**src/rtl/alu_pkg.sv**
```systemverilog
package alu_pkg;
  localparam int FLAG_W = 16;

  localparam int BIT_CF = 0;
  localparam int BIT_PF = 2;
  localparam int BIT_AF = 4;
  localparam int BIT_ZF = 6;
  localparam int BIT_SF = 7;
  localparam int BIT_TF = 8;
  localparam int BIT_IF = 9;
  localparam int BIT_DF = 10;
  localparam int BIT_OF = 11;

  localparam logic [FLAG_W-1:0] FLAG_DEF_MASK =
    FLAG_W'((1 << BIT_CF) | (1 << BIT_PF) | (1 << BIT_AF) | (1 << BIT_ZF) |
            (1 << BIT_SF) | (1 << BIT_TF) | (1 << BIT_IF) | (1 << BIT_DF) |
            (1 << BIT_OF));

  typedef enum logic [3:0] {
    OP_ADD  = 4'd0,
    OP_ADC  = 4'd1,
    OP_SUB  = 4'd2,
    OP_SBB  = 4'd3,
    OP_INC  = 4'd4,
    OP_DEC  = 4'd5,
    OP_CMP  = 4'd6,
    OP_AND  = 4'd7,
    OP_OR   = 4'd8,
    OP_XOR  = 4'd9,
    OP_TEST = 4'd10
  } alu_op_e;

  typedef enum logic [1:0] {
    LG_AND = 2'd0,
    LG_OR  = 2'd1,
    LG_XOR = 2'd2
  } logic_fn_e;
endpackage

```
**src/rtl/alu_arith.sv**
```systemverilog
module alu_arith #(
  parameter int DATA_W = 16
) (
  input  logic [DATA_W-1:0] a_i,
  input  logic [DATA_W-1:0] b_i,
  input  logic              cin_i,
  input  logic              sub_i,
  input  logic              byte_i,
  output logic [DATA_W-1:0] sum_o,
  output logic              cf_o,
  output logic              af_o,
  output logic              of_o
);
  localparam int EXT_W = DATA_W + 1;
  localparam int TOP   = DATA_W - 1;

  logic [EXT_W-1:0] ext_a, ext_b, ext_c, raw;
  logic             top_a, top_b, top_s;

  assign ext_a = {1'b0, a_i};
  assign ext_b = {1'b0, b_i};
  assign ext_c = {{DATA_W{1'b0}}, cin_i};

  // Operands arrive zero-extended in byte mode, so a borrow fills bit 8 upward.
  always_comb begin
    if (sub_i) raw = ext_a - ext_b - ext_c;
    else       raw = ext_a + ext_b + ext_c;
  end

  assign sum_o = raw[DATA_W-1:0];
  assign cf_o  = byte_i ? raw[8] : raw[DATA_W];
  assign af_o  = a_i[4] ^ b_i[4] ^ raw[4];

  assign top_a = byte_i ? a_i[7] : a_i[TOP];
  assign top_b = byte_i ? b_i[7] : b_i[TOP];
  assign top_s = byte_i ? raw[7] : raw[TOP];

  always_comb begin
    if (sub_i) of_o = (top_a != top_b) && (top_s != top_a);
    else       of_o = (top_a == top_b) && (top_s != top_a);
  end
endmodule

```
**src/rtl/alu_logic.sv**
```systemverilog
module alu_logic #(
  parameter int DATA_W = 16
) (
  input  alu_pkg::logic_fn_e fn_i,
  input  logic [DATA_W-1:0]  a_i,
  input  logic [DATA_W-1:0]  b_i,
  output logic [DATA_W-1:0]  res_o
);
  import alu_pkg::*;

  always_comb begin
    unique case (fn_i)
      LG_OR:   res_o = a_i | b_i;
      LG_XOR:  res_o = a_i ^ b_i;
      default: res_o = a_i & b_i;
    endcase
  end
endmodule

```
**src/rtl/alu_flags.sv**
```systemverilog
module alu_flags #(
  parameter int DATA_W = 16
) (
  input  logic [DATA_W-1:0]          res_i,
  input  logic                       byte_i,
  input  logic                       valid_i,
  input  logic                       logic_i,
  input  logic                       keep_cf_i,
  input  logic                       cf_i,
  input  logic                       af_i,
  input  logic                       of_i,
  input  logic [alu_pkg::FLAG_W-1:0] flags_i,
  output logic [alu_pkg::FLAG_W-1:0] flags_o
);
  import alu_pkg::*;

  logic zf, sf, pf;

  assign zf = (res_i == '0);
  assign sf = byte_i ? res_i[7] : res_i[DATA_W-1];
  assign pf = ~^res_i[7:0];

  always_comb begin
    if (!valid_i) begin
      flags_o = flags_i & FLAG_DEF_MASK;
    end else begin
      flags_o         = '0;
      flags_o[BIT_TF] = flags_i[BIT_TF];
      flags_o[BIT_IF] = flags_i[BIT_IF];
      flags_o[BIT_DF] = flags_i[BIT_DF];
      flags_o[BIT_ZF] = zf;
      flags_o[BIT_SF] = sf;
      flags_o[BIT_PF] = pf;
      if (logic_i) begin
        flags_o[BIT_CF] = 1'b0;
        flags_o[BIT_OF] = 1'b0;
        flags_o[BIT_AF] = flags_i[BIT_AF];
      end else begin
        flags_o[BIT_CF] = keep_cf_i ? flags_i[BIT_CF] : cf_i;
        flags_o[BIT_OF] = of_i;
        flags_o[BIT_AF] = af_i;
      end
    end
  end
endmodule

```
**src/rtl/flag_alu.sv**
```systemverilog
module flag_alu #(
  parameter int DATA_W    = 16,
  parameter bit REG_FLAGS = 1'b1
) (
  input  logic                       clk,
  input  logic                       rst_n,
  input  logic [3:0]                 op_i,
  input  logic                       byte_i,
  input  logic [DATA_W-1:0]          a_i,
  input  logic [DATA_W-1:0]          b_i,
  input  logic [alu_pkg::FLAG_W-1:0] flags_i,
  input  logic                       flag_we_i,
  output logic [DATA_W-1:0]          result_o,
  output logic                       wr_en_o,
  output logic [alu_pkg::FLAG_W-1:0] flags_o,
  output logic [alu_pkg::FLAG_W-1:0] flags_q_o
);
  import alu_pkg::*;

  localparam int HI_W = DATA_W - 8;

  alu_op_e          op;
  logic             valid, is_logic, is_incdec, is_sub, use_cin, no_write;
  logic_fn_e        lfn;
  logic [DATA_W-1:0] opa, opb, arith_b;
  logic [DATA_W-1:0] sum, lres, raw_res, res;
  logic              cf, af, of;

  assign op = alu_op_e'(op_i);

  always_comb begin
    valid     = 1'b1;
    is_logic  = 1'b0;
    is_incdec = 1'b0;
    is_sub    = 1'b0;
    use_cin   = 1'b0;
    no_write  = 1'b0;
    lfn       = LG_AND;
    case (op)
      OP_ADD:  ;
      OP_ADC:  use_cin = 1'b1;
      OP_SUB:  is_sub = 1'b1;
      OP_SBB:  begin is_sub = 1'b1; use_cin = 1'b1; end
      OP_INC:  is_incdec = 1'b1;
      OP_DEC:  begin is_incdec = 1'b1; is_sub = 1'b1; end
      OP_CMP:  begin is_sub = 1'b1; no_write = 1'b1; end
      OP_AND:  is_logic = 1'b1;
      OP_OR:   begin is_logic = 1'b1; lfn = LG_OR; end
      OP_XOR:  begin is_logic = 1'b1; lfn = LG_XOR; end
      OP_TEST: begin is_logic = 1'b1; no_write = 1'b1; end
      default: valid = 1'b0;
    endcase
  end

  // Width selection: byte mode zero-extends the low byte of each operand.
  assign opa     = byte_i ? {{HI_W{1'b0}}, a_i[7:0]} : a_i;
  assign opb     = byte_i ? {{HI_W{1'b0}}, b_i[7:0]} : b_i;
  assign arith_b = is_incdec ? DATA_W'(1) : opb;

  alu_arith #(.DATA_W(DATA_W)) u_arith (
    .a_i    (opa),
    .b_i    (arith_b),
    .cin_i  (use_cin & flags_i[BIT_CF]),
    .sub_i  (is_sub),
    .byte_i (byte_i),
    .sum_o  (sum),
    .cf_o   (cf),
    .af_o   (af),
    .of_o   (of)
  );

  alu_logic #(.DATA_W(DATA_W)) u_logic (
    .fn_i  (lfn),
    .a_i   (opa),
    .b_i   (opb),
    .res_o (lres)
  );

  assign raw_res = !valid ? '0 : (is_logic ? lres : sum);
  assign res     = byte_i ? {{HI_W{1'b0}}, raw_res[7:0]} : raw_res;

  alu_flags #(.DATA_W(DATA_W)) u_flags (
    .res_i     (res),
    .byte_i    (byte_i),
    .valid_i   (valid),
    .logic_i   (is_logic),
    .keep_cf_i (is_incdec),
    .cf_i      (cf),
    .af_i      (af),
    .of_i      (of),
    .flags_i   (flags_i),
    .flags_o   (flags_o)
  );

  assign result_o = res;
  assign wr_en_o  = valid & ~no_write;

  generate
    if (REG_FLAGS) begin : g_reg
      logic [FLAG_W-1:0] fq;
      always_ff @(posedge clk or negedge rst_n) begin
        if (!rst_n)         fq <= '0;
        else if (flag_we_i) fq <= flags_o;
      end
      assign flags_q_o = fq;
    end else begin : g_pass
      assign flags_q_o = flags_o;
    end
  endgenerate
endmodule

```
**config.mk**
```make
export PLATFORM = sky130hd
export DESIGN_NAME = flag_alu
export DESIGN_NICKNAME = d
export VERILOG_FILES = /design/src/rtl/alu_pkg.sv /design/src/rtl/alu_arith.sv /design/src/rtl/alu_logic.sv /design/src/rtl/alu_flags.sv /design/src/rtl/flag_alu.sv
export SDC_FILE = /design/constraint.sdc
export NUM_CORES = 1
export LEC_CHECK = 0
export BUFFER_PORTS_ARGS = -buffer_cell sky130_fd_sc_hd__buf_4
export CORE_MARGIN = 4
export CORE_UTILIZATION = 35
export DETAILED_ROUTE_END_ITERATION = 6
export MAX_ROUTING_LAYER = met4
export PLACE_DENSITY = 0.62
export SYNTH_ARGS = -nofsm -noshare
export SYNTH_HDL_FRONTEND = slang
export SYNTH_HIERARCHICAL = 1
export SYNTH_SLANG_ARGS = --single-unit
export TNS_END_PERCENT = 20
```
**constraint.sdc**
```tcl
create_clock -name clk -period 4.63 [get_ports clk]
set_clock_uncertainty 0.15 [all_clocks]
set_input_delay 0.2315 -clock clk [delete_from_list [all_inputs] [get_ports clk]]
set_output_delay 0.2315 -clock clk [all_outputs]
set_load 0.02 [all_outputs]
```
==> After elaboration in Yosys (flattened, before gate mapping) <==
Index checks and enable logic that the tools add are counted.
Widths: inputs -> output; s select.
{ "classes": {"n_addsub": 4, "mul": 0, "div_mod_pow": 0, "magnitude_cmp": 0, "n_eq_ne": 15, "shift": 0, "muxes": 26, "n_bitwise": 8, "reduce_logical": 11} }
{ "ops": {"columns": ["op", "n"], "rows": [
  ["$mux 16", 6],
  ["$pmux 16 s2", 1],
  ["$add 16x16->17", 1],
  ["$add 17x1->17", 1],
  ["$mux 17", 1],
  ["$sub 16x16->17", 1],
  ["$sub 17x1->17", 1],
  ["$and 16x16->16", 1],
  ["$eq 4x3->1 const B", 4],
  ["$logic_not 16->1", 1],
  ["$mux 1", 16],
  ["$or 16x16->16", 1],
  ["$xor 16x16->16", 1],
  ["$eq 4x4->1 const B", 3],
  ["$mux 12", 1],
  ["$reduce_or 11->1", 1],
  ["$eq 4x2->1 const B", 2],
  ["$reduce_or 4->1", 2],
  ["$reduce_xnor 8->1", 1],
  ["$reduce_or 2->1", 3],
  ["$eq 4x1->1 const B", 1],
  ["$logic_not 4->1", 1],
  ["$pmux 2 s2", 1],
  ["$and 1x1->1", 2],
  ["7 further kinds", 10]
]} }
{ "totals": {"reg_bits": 16, "latchBits": 0, "ramBits": 0, "romBits": 0, "inputBits": 56, "output_inout_bits": 49, "mem_count": 0} }

==> Depth between registers and ports, before layout <==
{ "depth": {"depth_word": 13, "ltp_mapped": 23} }

==> By module <==
The synthesis kept the hierarchy.
{ "by_module_without_submodules": {"columns": ["mod", "instances", "cells_each", "area_each_um2", "seq_area_each_um2"], "rows": [
  ["alu_arith", 1, 313, 2200.9, 0.0],
  ["flag_alu", 1, 129, 1167.4, 400.4],
  ["alu_logic", 1, 138, 955.9, 0.0],
  ["alu_flags", 1, 46, 322.8, 0.0]
]} }

==> Worst setup path after synthesis <==
Ideal clock, no wire load.
{ "synth_timing": {"path_type": "in2reg", "start": "input port op_i[3]", "end": "register g_reg.fq[2] (netlist: flags_q_o[2])", "setup_time_ps": 125, "t_arrival_ps": 4290, "t_required_ps": 4355, "slack_ps": 66, "stages": 19, "path_cell_list": "nand2b_1 nor2_1 nor2b_1 ha_1 inv_1 ha_1 a211o_1 a21o_1 or2_2 xor2_1 mux2_2 nand2b_1 o21ai_1 inv_1 ha_1 xnor2_1 xnor2_1 mux2_4 mux2_2"} }
{ "synth_via": {"elab_chain_len": 12, "elab_cells_between_ends": 37, "cone_classes": "add/sub (4); eq/ne (12); mux (13); bitwise (1); reduce/logical (7)"} }
{ "synth_rtl": {"columns": ["item", "line", "source"], "rows": [
  ["start: declaration", "flag_alu.sv:7", "input logic [3:0] op_i,"],
  ["$eq 4x3->1", "flag_alu.sv:39", "case (op)"],
  ["$reduce_or 2->1 (no line) *", null, null],
  ["$mux 1 *", "flag_alu.sv:39", null],
  ["$mux 16 *", "flag_alu.sv:58", "assign arith_b = is_incdec ? DATA_W'(1) : opb;"],
  ["net arith_b[4]", "flag_alu.sv:25", "logic [DATA_W-1:0] opa, opb, arith_b;"],
  ["$add 16x16->17 / $sub 16x16->17 (equally long branches)", "alu_arith.sv:27, alu_arith.sv:26", null],
  ["$add 17x1->17 / $sub 17x1->17 (equally long branches)", "alu_arith.sv:27, alu_arith.sv:26", null],
  ["$mux 17 *", "alu_arith.sv:26", "if (sub_i) raw = ext_a - ext_b - ext_c;"],
  ["net sum[7]", "flag_alu.sv:26", "logic [DATA_W-1:0] sum, lres, raw_res, res;"],
  ["$mux 16 * (2 in series)", "flag_alu.sv:79", "assign raw_res = !valid ? '0 : (is_logic ? lres : sum);"],
  ["$mux 16 *", "flag_alu.sv:80", "assign res = byte_i ? {{HI_W{1'b0}}, raw_res[7:0]} : raw_res;"],
  ["net result_o[7]", "flag_alu.sv:13", "output logic [DATA_W-1:0] result_o,"],
  ["$reduce_xnor 8->1 *", "alu_flags.sv:21", "assign pf = ~^res_i[7:0];"],
  ["$mux 12 *", "alu_flags.sv:24", "if (!valid_i) begin"],
  ["net flags_o (one bit)", "flag_alu.sv:15", "output logic [alu_pkg::FLAG_W-1:0] flags_o,"],
  ["end signal: assignment", "flag_alu.sv:103", "else if (flag_we_i) fq <= flags_o;"],
  ["end: declaration", "flag_alu.sv:100", "logic [FLAG_W-1:0] fq;"]
]} }
Mark *: on every way through the listed nets, which the timed path passes. The rest lies on a longest branch.
A chain may end at the register's enable or synchronous reset.

==> Final worst setup path <==
{ "layout_timing": {"start": "input port op_i[3]", "end": "output port flags_o[6] (netlist bit)"} }
{ "layout_via": {"elab_chain_len": 12, "elab_cells_between_ends": 37, "cone_classes": "add/sub (4); eq/ne (12); mux (13); bitwise (1); reduce/logical (7)"} }
{ "layout_rtl": {"columns": ["item", "line", "source"], "rows": [
  ["$eq 4x3->1", "flag_alu.sv:39", null],
  ["$reduce_or 2->1 (no line) *", null, null],
  ["$mux 1 *", "flag_alu.sv:39", null],
  ["$mux 16 *", "flag_alu.sv:58", null],
  ["net arith_b[8]", "flag_alu.sv:25", null],
  ["$add 16x16->17 / $sub 16x16->17 (equally long branches)", "alu_arith.sv:27, alu_arith.sv:26", null],
  ["$add 17x1->17 / $sub 17x1->17 (equally long branches)", "alu_arith.sv:27, alu_arith.sv:26", null],
  ["$mux 17 *", "alu_arith.sv:26", null],
  ["net sum[14]", "flag_alu.sv:26", null],
  ["$mux 16 * (2 in series)", "flag_alu.sv:79", null],
  ["$mux 16 *", "flag_alu.sv:80", null],
  ["$logic_not 16->1 *", "alu_flags.sv:19", "assign zf = (res_i == '0);"],
  ["$mux 12 *", "alu_flags.sv:24", null],
  ["end: declaration", "flag_alu.sv:15", null]
]} }
Marks and branches as above.

==> results.sh <==
export IMPL_final_setup_tns_ns=0
export IMPL_detailed_place_area_um2=5620
export IMPL_layout_drive_gt1_share_pct=23.7
export IMPL_leakage_nw=2.84
export IMPL_worst_r2r_path_depth=1
export IMPL_fin_crit_ns=4.40
export IMPL_final_worst_slack_ns=0.228
export IMPL_place_congestion=0.878
export IMPL_synthXorXnorAreaFrac_pct=6.22
export IMPL_drt_first_iter_violations=137
export IMPL_ctsRootBufferMaster="clkbuf_16"
export IMPL_dieHeight_um=123
export IMPL_grt_antenna_before_repair=0
export IMPL_worst_ep_arrival_time_ns=4.02
export IMPL_numnets_final=873
export IMPL_global_route_usage_total_pct=17.4
export IMPL_hold_slack_ns=0.0775
export IMPL_startpoint_type_of_the_worst_setup_path="input pin"
export IMPL_final_hold_violation_count=0
export IMPL_main_combinational_cell_family_by_area_after_synthesis="adder cells"
export IMPL_largest_register_ffs=16
export IMPL_synth_top_cells_by_area="ha_1, dfrtp_1, inv_1"
export IMPL_tritoncts_num_sinks=16
export IMPL_worstSetupPathType="input pin to primary output"
export IMPL_worstHoldPathCells=2
export IMPL_max_clock_path_buffers=2
export IMPL_rr_endpoint="flags_q_o[13]"
export IMPL_critical_path_reg2reg_startpoint="flags_q_o[13]"
export IMPL_cts_tree="yes"
export IMPL_hold_path_startpoint="flags_i[9]"
export IMPL_hold_path_end="flags_q_o[9]"
export IMPL_power_density_cell_area_nw_per_um2=220
export IMPL_yosys_mux_area_fraction_pct=8.64
export IMPL_grt_max_degree=36
export IMPL_core_area_um2=12800
export IMPL_vdd_ir_drop_max_mv=0.157
export IMPL_buffer_ports_inserted=90
export IMPL_rsz0062_at_grt="true"
export IMPL_cts_max_level=1
export IMPL_dpl_hpwl_um=10600
export IMPL_die_x_um=123
export IMPL_run_status="finished clean"
export IMPL_max_freq_ghz=0.227
export IMPL_synth_cell_types=64
export IMPL_std_cell_rows=41
export IMPL_relSlewSlack_pct=41.5
export IMPL_number_of_global_route_vias_before_repair=4470
export IMPL_worst_slew_pin_slew_ns=0.877
export IMPL_placement_setup_worst_slack_ns=0.0356
export IMPL_worst_endpoint_required_ns=4.25
export IMPL_vias_per_cell=5.00
export IMPL_cap_viol_max_count=0
export IMPL_routed_via_count=4501
export IMPL_syn_cell_area_um2=4650
export IMPL_netlist_area_leader_share_pct=22.3
export IMPL_post_synthesis_sequential_area_ratio_pct=8.62
export IMPL_syn_to_layout_area_delta_pct=25.1
export IMPL_routedWlPerCell_um=14.6
export IMPL_detail_route_first_pass_iterations=5
export IMPL_worst_hold_path_class="input pin to register"
export IMPL_yosys_warnings=6
export IMPL_worstPathMaxFanout=6
export IMPL_gr_total_overflow=0
export IMPL_post_synth_inst_count=626
export IMPL_clk_insertion_delay_late_ns=0.24
export IMPL_antenna_cells_inserted=0
export IMPL_grt_first_pass_wirelength_um=21300
export IMPL_report_final_slew_viol_count=0
export IMPL_synth_seq_cells=16
export IMPL_setup_viol=0
export IMPL_clkSlewWorstSetupHoldPaths_ns=0.05
export IMPL_drt_antenna_violating_nets=0
export IMPL_synth_avg_cell_area_um2=7.42
export IMPL_postRouteWirelength_um=13100
export IMPL_yosys_area_share_adder_pct=24.1
export IMPL_cts_made_buffers=3
export IMPL_fillCellCount=1326
export IMPL_synth_compound_area_share_pct=16.9
export IMPL_end_kind="primary output"
export IMPL_period_share_pct=95.1
export IMPL_final_design_area_no_fill_um2=5810
export IMPL_asyncSetResetFlopFracSynth_pct=100
export IMPL_initial_core_util_pct=36.2
export IMPL_synthFlopType="dfrtp_1"
export IMPL_yosys_area_share_simple_pct=23.1
export IMPL_drc=0
export IMPL_synthDominantAreaCellType="ha_1"
export IMPL_reg2reg_setup_slack_ns=3.72
export IMPL_top_level_ports=105
export IMPL_die_area_um2=15200
export IMPL_number_of_synthesized_flops_with_an_enable_pin=0
## how the worst max path moves through the flow
| stage | start | depth (start not counted) | to |
|---|---|---|---|
| after global placement | op_i[3] | 22 | flags_o[6] |
| after detailed placement | op_i[3] | 22 | flags_o[6] |
| after CTS | op_i[3] | 22 | flags_o[6] |
| after floorplan | op_i[3] | 19 | flags_q_o[2] |
| final | op_i[3] | 22 | flags_o[6] |
| after global routing | op_i[3] | 23 | flags_o[6] |
## per-stage QoR
| stage | util [%] | power, mW | instances |
|---|---|---|---|
| after floorplan | - | 0.775 | 632 |
| after global placement | 43.8 | 1.05 | 894 |
| final | 45.3 | 1.28 | 901 |
| after global routing | 45.3 | 1.38 | 901 |
| after CTS | 44.6 | 1.25 | 899 |
| after detailed placement | 43.8 | 1.07 | 894 |
## cell usage after synthesis (all sizes together) (12+ instances only)
| cell type | n |
|---|---|
| buf | 21 |
| o21ai | 26 |
| dfrtp | 16 |
| ha | 83 |
| mux2i | 16 |
| mux2 | 20 |
| inv | 104 |
| nor2 | 30 |
| xnor2 | 25 |
| a31oi | 19 |
| nand2 | 45 |
| nor2b | 53 |
| nor3 | 12 |
| a21oi | 32 |
| nand2b | 28 |
## kinds of logic (layout without fill, tap and decap cells)
group                    count (synthesis)  in the layout
other                                    1              7
AO/OA/AOI/OAI                          119            119
adder cells (fa/ha/maj)                 87             87
multiplexers                            36             36
XOR/XNOR                                33             33
buffers and inverters                  134            231
AND/OR/NAND/NOR                        200            200
flip-flops                              16             16
## placed cells by master (no fill, tap or decap), drive strengths merged, types with 4 or more instances in the layout
cell,count
a211oi,4
a21oi,32
a31oi,19
and3,4
buf,122
clkbuf,4
conb,7
dfrtp,16
fa,4
ha,83
inv,104
mux2,20
mux2i,16
nand2,45
nand2b,28
nand3,6
nor2,30
nor2b,53
nor3,12
nor4,6
o21a,4
o21ai,26
o31ai,4
or2b,4
xnor2,25
xor2,8
## final cells by class
type	count	area (µm²)	share of cell area, %
Inverter	104	390	6.72
Clock buffer	4	88.8	1.53
Sequential cell	16	400	6.89
Tap cell	172	215	3.70
Multi-Input combinational cell	482	3780	65.0
Timing Repair Buffer	123	938	16.1
## worst max-delay path: stages
cell      delay [ns]
buf_4           0.11
nand2b_1        0.18
nor2_4          0.16
buf_12          0.13
buf_4           0.13
nor2b_1         0.06
ha_1            0.33
inv_1           0.07
ha_1            0.39
and4_1          0.27
nand3_1         0.14
o211a_4         0.29
nor2_1          0.13
xnor2_1         0.13
mux2i_1         0.10
mux2i_1         0.14
nor2_1          0.08
nor4_2          0.31
buf_4           0.17
nand4_1         0.12
o21ai_1         0.16
buf_4           0.17
## power breakdown
part | total (mW) | internal, mW | leakage (nW) | switching (mW)
clock | 0.188 | 0.131 | 0.0442 | 0.0567
sequential | 0.174 | 0.163 | 0.191 | 0.0113
combinational | 0.917 | 0.415 | 2.61 | 0.501
## repair_timing
action                     CTS  global route
hold endpoints to repair    16             0
setup endpoints to repair    0             4
hold buffers                 1             0
gates resized for setup      0            21
setup buffers                0             2
## per-layer routing
layer  share of wire, %  routed length, µm  up-vias  GRT usage [%]
li1                   -                  -     2272              -
met1                 46               6050     2119           23.1
met2                 49               6410       96           29.5
met3                4.1                538       14           1.97
met4                1.1                142        0           2.21
met5                  0                  0        -              -
No activity file was read; power rests on OpenSTA's default activity.
